[src/rtl/trig_arb_pkg.sv]
package trig_arb_pkg;
  typedef enum logic [1:0] {
    ST_IDLE  = 2'd0,
    ST_WAIT  = 2'd1,
    ST_RUN   = 2'd2,
    ST_DRAIN = 2'd3
  } arb_state_e;
endpackage

[src/rtl/trig_arb_capture.sv]
module trig_arb_capture #(
  parameter int N = 4
) (
  input  logic         clk_i,
  input  logic         rst_ni,
  input  logic         en_i,
  input  logic [N-1:0] hw_i,
  input  logic [N-1:0] hw_en_i,
  input  logic [N-1:0] sw_i,
  input  logic         sw_we_i,
  input  logic [N-1:0] clr_i,
  output logic [N-1:0] pend_o
);
  logic [N-1:0] hw_q, pend_q, req;

  always_comb begin
    req = ((hw_i & ~hw_q & hw_en_i) | (sw_i & {N{sw_we_i}})) & {N{en_i}};
  end

  always_ff @(posedge clk_i or negedge rst_ni) begin
    if (!rst_ni) begin
      hw_q   <= '0;
      pend_q <= '0;
    end else begin
      hw_q   <= hw_i;
      // a new request in the cycle of service re-arms the source
      pend_q <= (pend_q & ~clr_i) | req;
    end
  end

  assign pend_o = pend_q;
endmodule

[src/rtl/trig_arb_pick.sv]
module trig_arb_pick #(
  parameter int N     = 4,
  parameter int IDX_W = 2
) (
  input  logic [N-1:0]     pend_i,
  input  logic [N-1:0]     prio_i,
  output logic             any_o,
  output logic             hi_any_o,
  output logic [IDX_W-1:0] win_o
);
  logic [N-1:0] hi_req, lo_req, sel;

  always_comb begin
    hi_req   = pend_i & ~prio_i;
    lo_req   = pend_i & prio_i;
    hi_any_o = |hi_req;
    any_o    = |pend_i;
    sel      = hi_any_o ? hi_req : lo_req;
    win_o    = '0;
    for (int i = N - 1; i >= 0; i--) begin
      if (sel[i]) win_o = IDX_W'(i);
    end
  end
endmodule

[src/rtl/trig_arb_launch.sv]
module trig_arb_launch
  import trig_arb_pkg::*;
#(
  parameter int N      = 4,
  parameter int CMD_W  = 4,
  parameter int DLY_W  = 4,
  parameter int IDX_W  = 2,
  parameter int TRIG_W = 3
) (
  input  logic               clk_i,
  input  logic               rst_ni,
  input  logic               soft_preempt_i,
  input  logic [N*CMD_W-1:0] cfg_cmd_i,
  input  logic [N-1:0]       cfg_prio_i,
  input  logic [N*DLY_W-1:0] cfg_dly_i,
  input  logic               any_i,
  input  logic               hi_any_i,
  input  logic [IDX_W-1:0]   win_i,
  input  logic               seq_conv_done_i,
  input  logic               seq_done_i,
  output logic [N-1:0]       clr_o,
  output logic               start_o,
  output logic               abort_o,
  output logic               soft_stop_o,
  output logic [TRIG_W-1:0]  act_trig_o,
  output logic [CMD_W-1:0]   act_cmd_o
);
  localparam int CNT_W = 1 << DLY_W;

  arb_state_e       state_q;
  logic [IDX_W-1:0] cur_q;
  logic [CMD_W-1:0] cmd_q;
  logic             prio_q;
  logic [CNT_W-1:0] cnt_q;
  logic             start_q, abort_q;
  logic [DLY_W-1:0] win_dly;

  assign win_dly = cfg_dly_i[win_i*DLY_W +: DLY_W];

  always_ff @(posedge clk_i or negedge rst_ni) begin
    if (!rst_ni) begin
      state_q <= ST_IDLE;
      cur_q   <= '0;
      cmd_q   <= '0;
      prio_q  <= 1'b0;
      cnt_q   <= '0;
      start_q <= 1'b0;
      abort_q <= 1'b0;
    end else begin
      start_q <= 1'b0;
      abort_q <= 1'b0;
      unique case (state_q)
        ST_IDLE: if (any_i) begin
          cur_q  <= win_i;
          cmd_q  <= cfg_cmd_i[win_i*CMD_W +: CMD_W];
          prio_q <= cfg_prio_i[win_i];
          if (win_dly == '0) begin
            start_q <= 1'b1;
            state_q <= ST_RUN;
          end else begin
            cnt_q   <= (CNT_W'(1) << win_dly) - CNT_W'(1);
            state_q <= ST_WAIT;
          end
        end
        ST_WAIT: begin
          if (cnt_q == '0) begin
            start_q <= 1'b1;
            state_q <= ST_RUN;
          end else begin
            cnt_q <= cnt_q - CNT_W'(1);
          end
        end
        ST_RUN: begin
          if (seq_done_i) begin
            state_q <= ST_IDLE;
          end else if (prio_q && hi_any_i) begin
            if (soft_preempt_i) begin
              state_q <= ST_DRAIN;
            end else begin
              abort_q <= 1'b1;
              state_q <= ST_IDLE;
            end
          end
        end
        ST_DRAIN: if (seq_done_i || seq_conv_done_i) state_q <= ST_IDLE;
        default: state_q <= ST_IDLE;
      endcase
    end
  end

  assign clr_o       = (state_q == ST_IDLE && any_i) ? (N'(1) << win_i) : '0;
  assign start_o     = start_q;
  assign abort_o     = abort_q;
  assign soft_stop_o = (state_q == ST_DRAIN);
  assign act_trig_o  = (state_q != ST_IDLE) ? TRIG_W'(cur_q) + TRIG_W'(1) : '0;
  assign act_cmd_o   = (state_q != ST_IDLE) ? cmd_q : '0;
endmodule

[src/rtl/trig_arb.sv]
module trig_arb #(
  parameter int NUM_TRIG = 4,
  parameter int CMD_W    = 4,
  parameter int DLY_W    = 4
) (
  input  logic                         clk_i,
  input  logic                         rst_ni,
  input  logic                         enable_i,
  input  logic                         soft_preempt_i,
  input  logic [NUM_TRIG*CMD_W-1:0]    cfg_cmd_i,
  input  logic [NUM_TRIG-1:0]          cfg_hw_en_i,
  input  logic [NUM_TRIG-1:0]          cfg_prio_i,
  input  logic [NUM_TRIG*DLY_W-1:0]    cfg_dly_i,
  input  logic [NUM_TRIG-1:0]          hw_trig_i,
  input  logic [NUM_TRIG-1:0]          sw_trig_i,
  input  logic                         sw_trig_we_i,
  input  logic                         seq_conv_done_i,
  input  logic                         seq_done_i,
  output logic                         start_o,
  output logic                         abort_o,
  output logic                         soft_stop_o,
  output logic [$clog2(NUM_TRIG+1)-1:0] act_trig_o,
  output logic [CMD_W-1:0]             act_cmd_o
);
  localparam int IDX_W  = $clog2(NUM_TRIG);
  localparam int TRIG_W = $clog2(NUM_TRIG + 1);

  logic [NUM_TRIG-1:0] pend, clr;
  logic                any, hi_any;
  logic [IDX_W-1:0]    win;

  trig_arb_capture #(.N(NUM_TRIG)) u_cap (
    .clk_i   (clk_i),
    .rst_ni  (rst_ni),
    .en_i    (enable_i),
    .hw_i    (hw_trig_i),
    .hw_en_i (cfg_hw_en_i),
    .sw_i    (sw_trig_i),
    .sw_we_i (sw_trig_we_i),
    .clr_i   (clr),
    .pend_o  (pend)
  );

  trig_arb_pick #(.N(NUM_TRIG), .IDX_W(IDX_W)) u_pick (
    .pend_i   (pend),
    .prio_i   (cfg_prio_i),
    .any_o    (any),
    .hi_any_o (hi_any),
    .win_o    (win)
  );

  trig_arb_launch #(
    .N(NUM_TRIG), .CMD_W(CMD_W), .DLY_W(DLY_W), .IDX_W(IDX_W), .TRIG_W(TRIG_W)
  ) u_launch (
    .clk_i           (clk_i),
    .rst_ni          (rst_ni),
    .soft_preempt_i  (soft_preempt_i),
    .cfg_cmd_i       (cfg_cmd_i),
    .cfg_prio_i      (cfg_prio_i),
    .cfg_dly_i       (cfg_dly_i),
    .any_i           (any),
    .hi_any_i        (hi_any),
    .win_i           (win),
    .seq_conv_done_i (seq_conv_done_i),
    .seq_done_i      (seq_done_i),
    .clr_o           (clr),
    .start_o         (start_o),
    .abort_o         (abort_o),
    .soft_stop_o     (soft_stop_o),
    .act_trig_o      (act_trig_o),
    .act_cmd_o       (act_cmd_o)
  );
endmodule

[config.mk]
export PLATFORM = sky130hd
export DESIGN_NAME = trig_arb
export DESIGN_NICKNAME = d
export VERILOG_FILES = /design/src/rtl/trig_arb_pkg.sv /design/src/rtl/trig_arb_capture.sv /design/src/rtl/trig_arb_pick.sv /design/src/rtl/trig_arb_launch.sv /design/src/rtl/trig_arb.sv
export SDC_FILE = /design/constraint.sdc
export NUM_CORES = 1
export LEC_CHECK = 0
export ABC_CLOCK_PERIOD_IN_PS = 7230
export BUFFER_PORTS_ARGS = -buffer_cell sky130_fd_sc_hd__buf_2
export CAP_MARGIN = 20
export CELL_PAD_IN_SITES_DETAIL_PLACEMENT = 1
export CELL_PAD_IN_SITES_GLOBAL_PLACEMENT = 1
export CORE_MARGIN = 5
export CORE_UTILIZATION = 42
export DETAILED_ROUTE_END_ITERATION = 16
export PLACE_DENSITY = 0.81
export SLEW_MARGIN = 15
export SYNTH_ARGS = -nofsm -noshare
export SYNTH_HDL_FRONTEND = slang
export SYNTH_SLANG_ARGS = --single-unit
[constraint.sdc]
create_clock -name clk_i -period 7.23 [get_ports clk_i]
set_clock_uncertainty 0.2 [all_clocks]
set_input_delay 2.169 -clock clk_i [delete_from_list [all_inputs] [get_ports clk_i]]
set_output_delay 2.169 -clock clk_i [all_outputs]
set_load 0.03 [all_outputs]
==> results of run 1 <==
[worst paths after layout]
check,to,slack (ns),cells after the start
worst max-delay path,u_launch.cnt_q[12],1.60,13
worst min-delay path,u_launch.cnt_q[15],0.31,1
worst max register to register,u_launch.cnt_q[12],3.07,12
worst min register to register,u_launch.cnt_q[15],0.31,1
max in group asynchronous,u_cap.pend_o[1],4.52,1
min in group asynchronous,u_launch.cmd_q[2],1.75,1
[report_power, final]
group / internal [mW] / switching [mW] / leakage, nW
Sequential: 0.279 / 0.0906 / 0.410
Combinational: 0.322 / 0.538 / 0.859
Clock: 0.0872 / 0.0797 / 0.0515
Total: 0.688 / 0.708 / 1.32
[per-stage QoR]
| step | setup WS [ns] | std cells | area, um^2 | utilization [%] | hold slack [ns] |
|---|---|---|---|---|---|
| final | 1.600 | 438 | 3003 | 50.42 | 0.3128 |
| after global routing | 1.318 | 438 | 3003 | 50.42 | 0.3294 |
| after floorplan | 1.867 | 306 | 2576 | - | 0.2439 |
| after detailed placement | 1.317 | 430 | 2903 | 48.74 | 0.2955 |
| after global placement | 1.522 | 430 | 2903 | 48.74 | 0.2724 |
| after CTS | 1.623 | 438 | 3003 | 50.42 | 0.3062 |
[state kept, by name (all words and copies together) (netlist names)]
register / cells
u_cap.hw_q: 4
u_cap.pend_o: 4
u_launch.abort_o: 1
u_launch.cmd_q: 4
u_launch.cnt_q: 16
u_launch.cur_q: 2
u_launch.prio_q: 1
u_launch.start_o: 1
u_launch.state_q: 2
[worst max-delay path, cell delays in order]
cell	delay (ns)
buf_2	0.11
and2b_1	0.24
o21ai_0	0.25
a2bb2oi_1	0.14
and3_1	0.34
a221oi_2	0.82
nand4_4	0.28
ha_1	0.41
inv_1	0.18
and2_1	0.20
a22oi_1	0.09
o21a_1	0.20
o31ai_1	0.21
[metal layers]
metal  vias up  wire length (um)  global-route usage (%)
met2        65              3942                   36.91
li1       1253                 -                       -
met3         8               339                   3.818
met4         0                82                   5.632
met1      1317              3733                   29.66
met5         -                 0                       0
[cell families after synthesis]
group           after synthesis
flops                        35
fa+ha+maj                     3
buf+inv                      32
compound gates              106
simple gates                126
xor+xnor                      1
mux                           3
[synthesized netlist by cell type (3+ instances only)]
cell and count:
dfrtp_1 35, nor2b_1 9, a22o_1 6, a32o_1 5, clkbuf_1 8, o21ai_0 24, inv_1 16, nand3_1 8
nor3_1 11, a2bb2oi_1 3, a222oi_1 4, o21a_1 3, o22ai_1 5, nor2_1 34, nand2_1 29, a31oi_1 7
a21oi_1 17, ha_1 3, nand2b_1 5, and2_1 5, and3_1 3, or3_1 7, a21o_1 4, buf_6 4
buf_2 4
[layout by cell type (no fill, tap or decap), types with 3 or more instances in the layout]
cell type,instances
a21o_1,4
a21oi_1,17
a222oi_1,4
a22o_1,6
a2bb2oi_1,3
a31oi_1,7
a32o_1,5
and2_1,5
and3_1,3
buf_2,64
clkbuf_8,7
dfrtp_1,35
ha_1,3
inv_1,16
nand2_1,29
nand2b_1,5
nand3_1,8
nor2_1,34
nor2b_1,9
nor3_1,11
o21a_1,3
o21ai_0,24
o22ai_1,5
or3_1,7
[final cells by class]
cell class | instances | share of cell area, %
clock buffers | 8 | 3.333
flip-flops and latches | 35 | 29.17
repair buffers | 65 | 10.92
multi-input cells | 239 | 51.46
inverters | 16 | 2.000
well taps | 75 | 3.125
==> flow_summary_export.csv, run 1 <==
group,metric,value,unit
status,status,"complete, no violations",
global_route,antenna_found_initial,0,
setup_path,critPathArrivalTime,5.64,ns
timing,fmax,0.1776,GHz
pwr,power_density,464.9,nW/um^2
setup_path,worstSetupPathType,"primary input to flop",
placement,place.gp.congestion,0.9651,
setup_path,crit_start,"cfg_prio_i[2]",
worst_hold_path,hp-class,"flop to flop",
route,drt-total-wl,8098,um
timing,min_period_over_period,77.87,%
timing,maxSlewHeadroom,35.16,%
die,fp-row-count,28,
yosys,synth_area,2576,um^2
cts,cts_hold_buffers,0,
cts,clk_latency,0.30,ns
final_layout,multi_input_comb_area,1545,um^2
timing,final.setup.tns,0,ns
route,post_drt_wl_per_cell,18.49,um
yosys,yosys_most_used_dff,"dfrtp_1",
pwr,vdd.ir_drop.worst,0.2251,mV
yosys,synth_top_area_share,34.00,%
final_layout,fill_cells,756,
yosys,synth.avg_cell_area,8.419,um^2
die,start_util,43.26,%
setup_path,critPathMaxFanout,11,
cts,cts_resized,0,
route,detail_route.vias_per_cell,6.034,
global_route,overflow,0,
worst_hold_path,worstHoldStart,"u_launch.cnt_q[15]",
setup_path,startpoint_type,"primary input",
timing,tightestPinTransition,0.9727,ns
timing,min_period,5.630,ns
pwr,finalPower,1.396,mW
yosys,synth_xor_area_share,0.3400,%
cts,cts_inserted_buffers,5,
yosys,synth-compound-area-share,32.10,%
cts,cts_sinks,35,
final_layout,areaGrowthSynthToFinish,16.56,%
die,die_area,7800,um^2
yosys,yosysTopAreaCell,"dfrtp_1",
timing,slew_violations,0,
die,coreArea,5956,um^2
global_route,grt_max_degree,36,
cts,cts_tree,"yes",
yosys,netlist_top_cells_area,"dfrtp_1 34%, nor2_1 5.0%, o21ai_0 4.7%",
placement,hpwl,6011,um
yosys,ys_warn_count,0,
route,via_count,2643,
yosys,syn_inst,306,
setup_path,required,7.24,ns
cts,post-cts-setup-buffer-count,0,
yosys,synth_edf_count,0,
yosys,synth_async_sr_flop_share,100.0,%
timing,setup_viol,0,
final_layout,antenna-diode-count,0,
die,ios,65,
placement,port_buffers,64,
yosys,synthMuxAreaShare,1.263,%
route,drtAntennaViolNets,0,
cts,cts_root_buffer,"clkbuf_8",
final_layout,drive_above_1_share,24.24,%
run,maxCapViolations,0,
route,drtPass1Iterations,5,
yosys,synth.distinct_cells,61,
yosys,synth-adder-area-share,1.457,%
die,die_height,88.32,um
timing,rsz0062_at_grt,"no",
global_route,grt_pass1_vias,2796,
global_route,grt_pass1_wl,13570,um
route,drt-initial-drc-count,180,
yosys,synth-simple-area-share,24.82,%
timing,hold_viol_final,0,
setup_path,r2r-start,"u_cap.pend_o[2]",
die,die_w,88.32,um
final_layout,num-nets-final,420,
pwr,p_leak,1.321,nW
yosys,syn-num-nets,364,
cts,clk_path_buf_depth,2,
route,remaining_drc_errors,0,
yosys,synth_top_family_by_area,"compound AO/OA/AOI/OAI gates",
setup_path,cp-end-kind,"flop",
yosys,ys_seq_area_share,34.00,%
cts,path_clk_slew,0.08,ns
final_layout,seqCellArea,875.8,um^2
yosys,synth_seq_cells,35,
global_route,globalRouteTotalUtil,22.08,%
cts,h-tree-depth,2,
(Power assumes the default switching activity.)
==> run 2, diff against run 1 <==
- ABC_CLOCK_PERIOD_IN_PS: 7230 -> 5800
- CORE_UTILIZATION: 42 -> 39
- PLACE_DENSITY: 0.81 -> 0.76
- clock period: 7.23 -> 5.8 ns (I/O delays scaled with it)
==> run 2 against run 1 <==
Effect of this change:
- sequential power rose by 24%
- global-route usage fell by 2.2 points
- sequential share of layout area shrank 0.21 points
- utilization decreased by 3.1 points
- worst hold slack got worse by 0.025 ns
- register-to-register slack worse by 1.4 ns
- non-clock buffer count is 5 higher
- via count fell by 0.91%
- count of clock-buffer cells in the layout is 1 lower
- first-iteration DRC count shrank 5.6%
- clock power rose by 6%
- combinational power increased by 27%
==> flow_summary_export.csv, run 2 (same netlist as run 1, synthesis figures left out) <==
group,metric,value,unit
setup_path,path_cells,"buf_2 -> and2b_1 -> o21ai_0 -> a22o_1 -> a21o_1 -> o221ai_1 -> nand4_4 -> ha_1 -> inv_1 -> and2_1 -> a22oi_1 -> o21a_1 -> o31ai_1",
run,maxCapViolations,0,
setup_path,worstSetupPathType,"primary input to flop",
pwr,p_seq_share,26.5,%
placement,port_buffers,64,
die,ios,65,
final_layout,areaGrowthSynthToFinish,17.39,%
timing,final.setup.tns,0,ns
cts,cts_resized,0,
setup_path,slowest_stage,"o221ai_1",
pwr,power_density,570.3,nW/um^2
setup_path,r2r_slack,1.71,ns
timing,rsz0062_at_grt,"no",
final_layout,largest_reg_flops,16,
pwr,p_int,0.8519,mW
final_layout,final_common_cell,"buf_2",
cts,path_clk_slew,0.08,ns
setup_path,cp-end-kind,"flop",
global_route,grt_max_degree,36,
pwr,vdd.ir_drop.worst,0.2312,mV
setup_path,cpPeakStageDelay,0.77,ns
die,die_w,91.28,um
placement,hpwl,6191,um
timing,fmax,0.1917,GHz
route,via_count,2619,
timing,setup_ws,0.5838,ns
die,coreArea,6386,um^2
setup_path,critPathArrivalTime,5.21,ns
final_layout,drive_above_1_share,25.00,%
final_layout,num-nets-final,425,
pwr,p_switching,0.8726,mW
pwr,p_sw_share,50.60,%
setup_path,startpoint_type,"primary input",
final_layout,top_register,"u_launch.cnt_q",
cts,cts_root_buffer,"clkbuf_8",
route,drtAntennaViolNets,0,
timing,tightestPinTransition,0.9640,ns
final_layout,antenna-diode-count,0,
global_route,grt_pass1_vias,2691,
setup_path,critPathMaxFanout,12,
route,remaining_drc_errors,0,
worst_hold_path,whs_path_depth,1,
cts,cts_hold_buffers,0,
setup_path,r2r-start,"u_cap.pend_o[0]",
timing,setup_viol,0,
cts,post-cts-setup-buffer-count,0,
worst_hold_path,worstHoldEndpoint,"u_launch.cnt_q[15]",
pwr,pwr-share-clk,10.3,%
setup_path,required,5.80,ns
final_layout,fill_cells,805,
route,drt-total-wl,8098,um
final_layout,final_cell_mix,"64 x buf_2, 35 x dfrtp_1, 34 x nor2_1, 29 x nand2_1, 24 x o21ai_0",
status,status,"complete, no violations",
die,start_util,40.34,%
route,post_drt_wl_per_cell,18.20,um
setup_path,r2r_end,"u_launch.cnt_q[12]",
timing,min_period_over_period,89.93,%
cts,cts_tree,"yes",
die,die_height,91.28,um
timing,slew_violations,0,
timing,worst_hold_slack,0.2881,ns
route,drtPass1Iterations,5,
die,fp-row-count,29,
placement,place_ws,0.3521,ns
cts,h-tree-depth,2,
global_route,overflow,0,
cts,clk_latency,0.29,ns
cts,clk_path_buf_depth,2,
worst_hold_path,hp-class,"flop to flop",
final_layout,postLayoutCoreUtil,47.36,%
global_route,grt_pass1_wl,13500,um
global_route,globalRouteTotalUtil,19.89,%
timing,hold_viol_final,0,
global_route,antenna_found_initial,0,
die,die_area,8331,um^2
route,detail_route.vias_per_cell,5.885,
route,drt-initial-drc-count,170,
cts,cts_sinks,35,
timing,min_period,5.216,ns
final_layout,seqCellArea,875.8,um^2
final_layout,multi_input_comb_area,1545,um^2
pwr,p_comb_share,63.2,%
placement,place.gp.congestion,0.9622,
pwr,p_leak,1.337,nW
worst_hold_path,worstHoldStart,"u_launch.cnt_q[15]",
timing,maxSlewHeadroom,35.74,%
cts,cts_inserted_buffers,5,
setup_path,ff2ff_path_depth,12,
run 2: cell count changes in the layout (fill, tap and decap cells not counted):
cell	previous run	this run
buf_4	1	6
clkbuf_1	1	2
clkbuf_8	7	5
clkinv_2	0	1
run 2: worst max-delay path: cells and delay by family:
kind | cells | cell delay [ns]
simple gates | 3 | 0.78
compound gates | 7 | 1.94
fa+ha+maj | 1 | 0.41
buf+inv | 2 | 0.33
run 2: worst max path at each step:
stage / startpoint / end / slack [ns]
2_1_floorplan: cfg_prio_i[2] / u_launch.cnt_q[12] / 0.87
3_3_place_gp: cfg_prio_i[2] / u_launch.cnt_q[12] / 0.49
3_5_place_dp: cfg_prio_i[0] / u_launch.cnt_q[12] / 0.35
4_1_cts: cfg_prio_i[0] / u_launch.cnt_q[12] / 0.62
5_1_grt: cfg_prio_i[0] / u_launch.cnt_q[12] / 0.27
6_report: cfg_prio_i[0] / u_launch.cnt_q[12] / 0.58
run 2: power groups by stage:
stage | sequential, mW | combinational [mW] | clock, mW
final | 0.457 | 1.09 | 0.177
after global routing | 0.474 | 1.21 | 0.193
after floorplan | 0.413 | 0.866 | 0
after CTS | 0.456 | 1.10 | 0.184
after global placement | 0.454 | 1.07 | 0
after detailed placement | 0.460 | 1.09 | 0
run 2: layer usage:
layer	global-route usage, %	routed length [um]	up-vias
met1	25.39	3721	1295
met5	0	0	-
met2	33.65	3980	50
met3	4.132	270	11
li1	-	-	1263
met4	6.235	125	0
run 2: final cells by class:
| cell class | instances | share of cell area (%) |
|---|---|---|
| Multi-Input combinational cell | 239 | 51.10 |
| Sequential cell | 35 | 28.96 |
| Timing Repair Buffer | 70 | 12.08 |
| Tap cell | 77 | 3.186 |
| Clock buffer | 7 | 2.524 |
| Inverter | 16 | 1.986 |
| Clock inverter | 1 | 0.1655 |
run 2: through the flow:
step	instance area (um^2)	std cells	power, mW
after CTS	3024	445	1.735
final	3024	445	1.725
after floorplan	2576	306	1.278
after global routing	3024	445	1.875
after global placement	2943	437	1.524
after detailed placement	2943	437	1.553
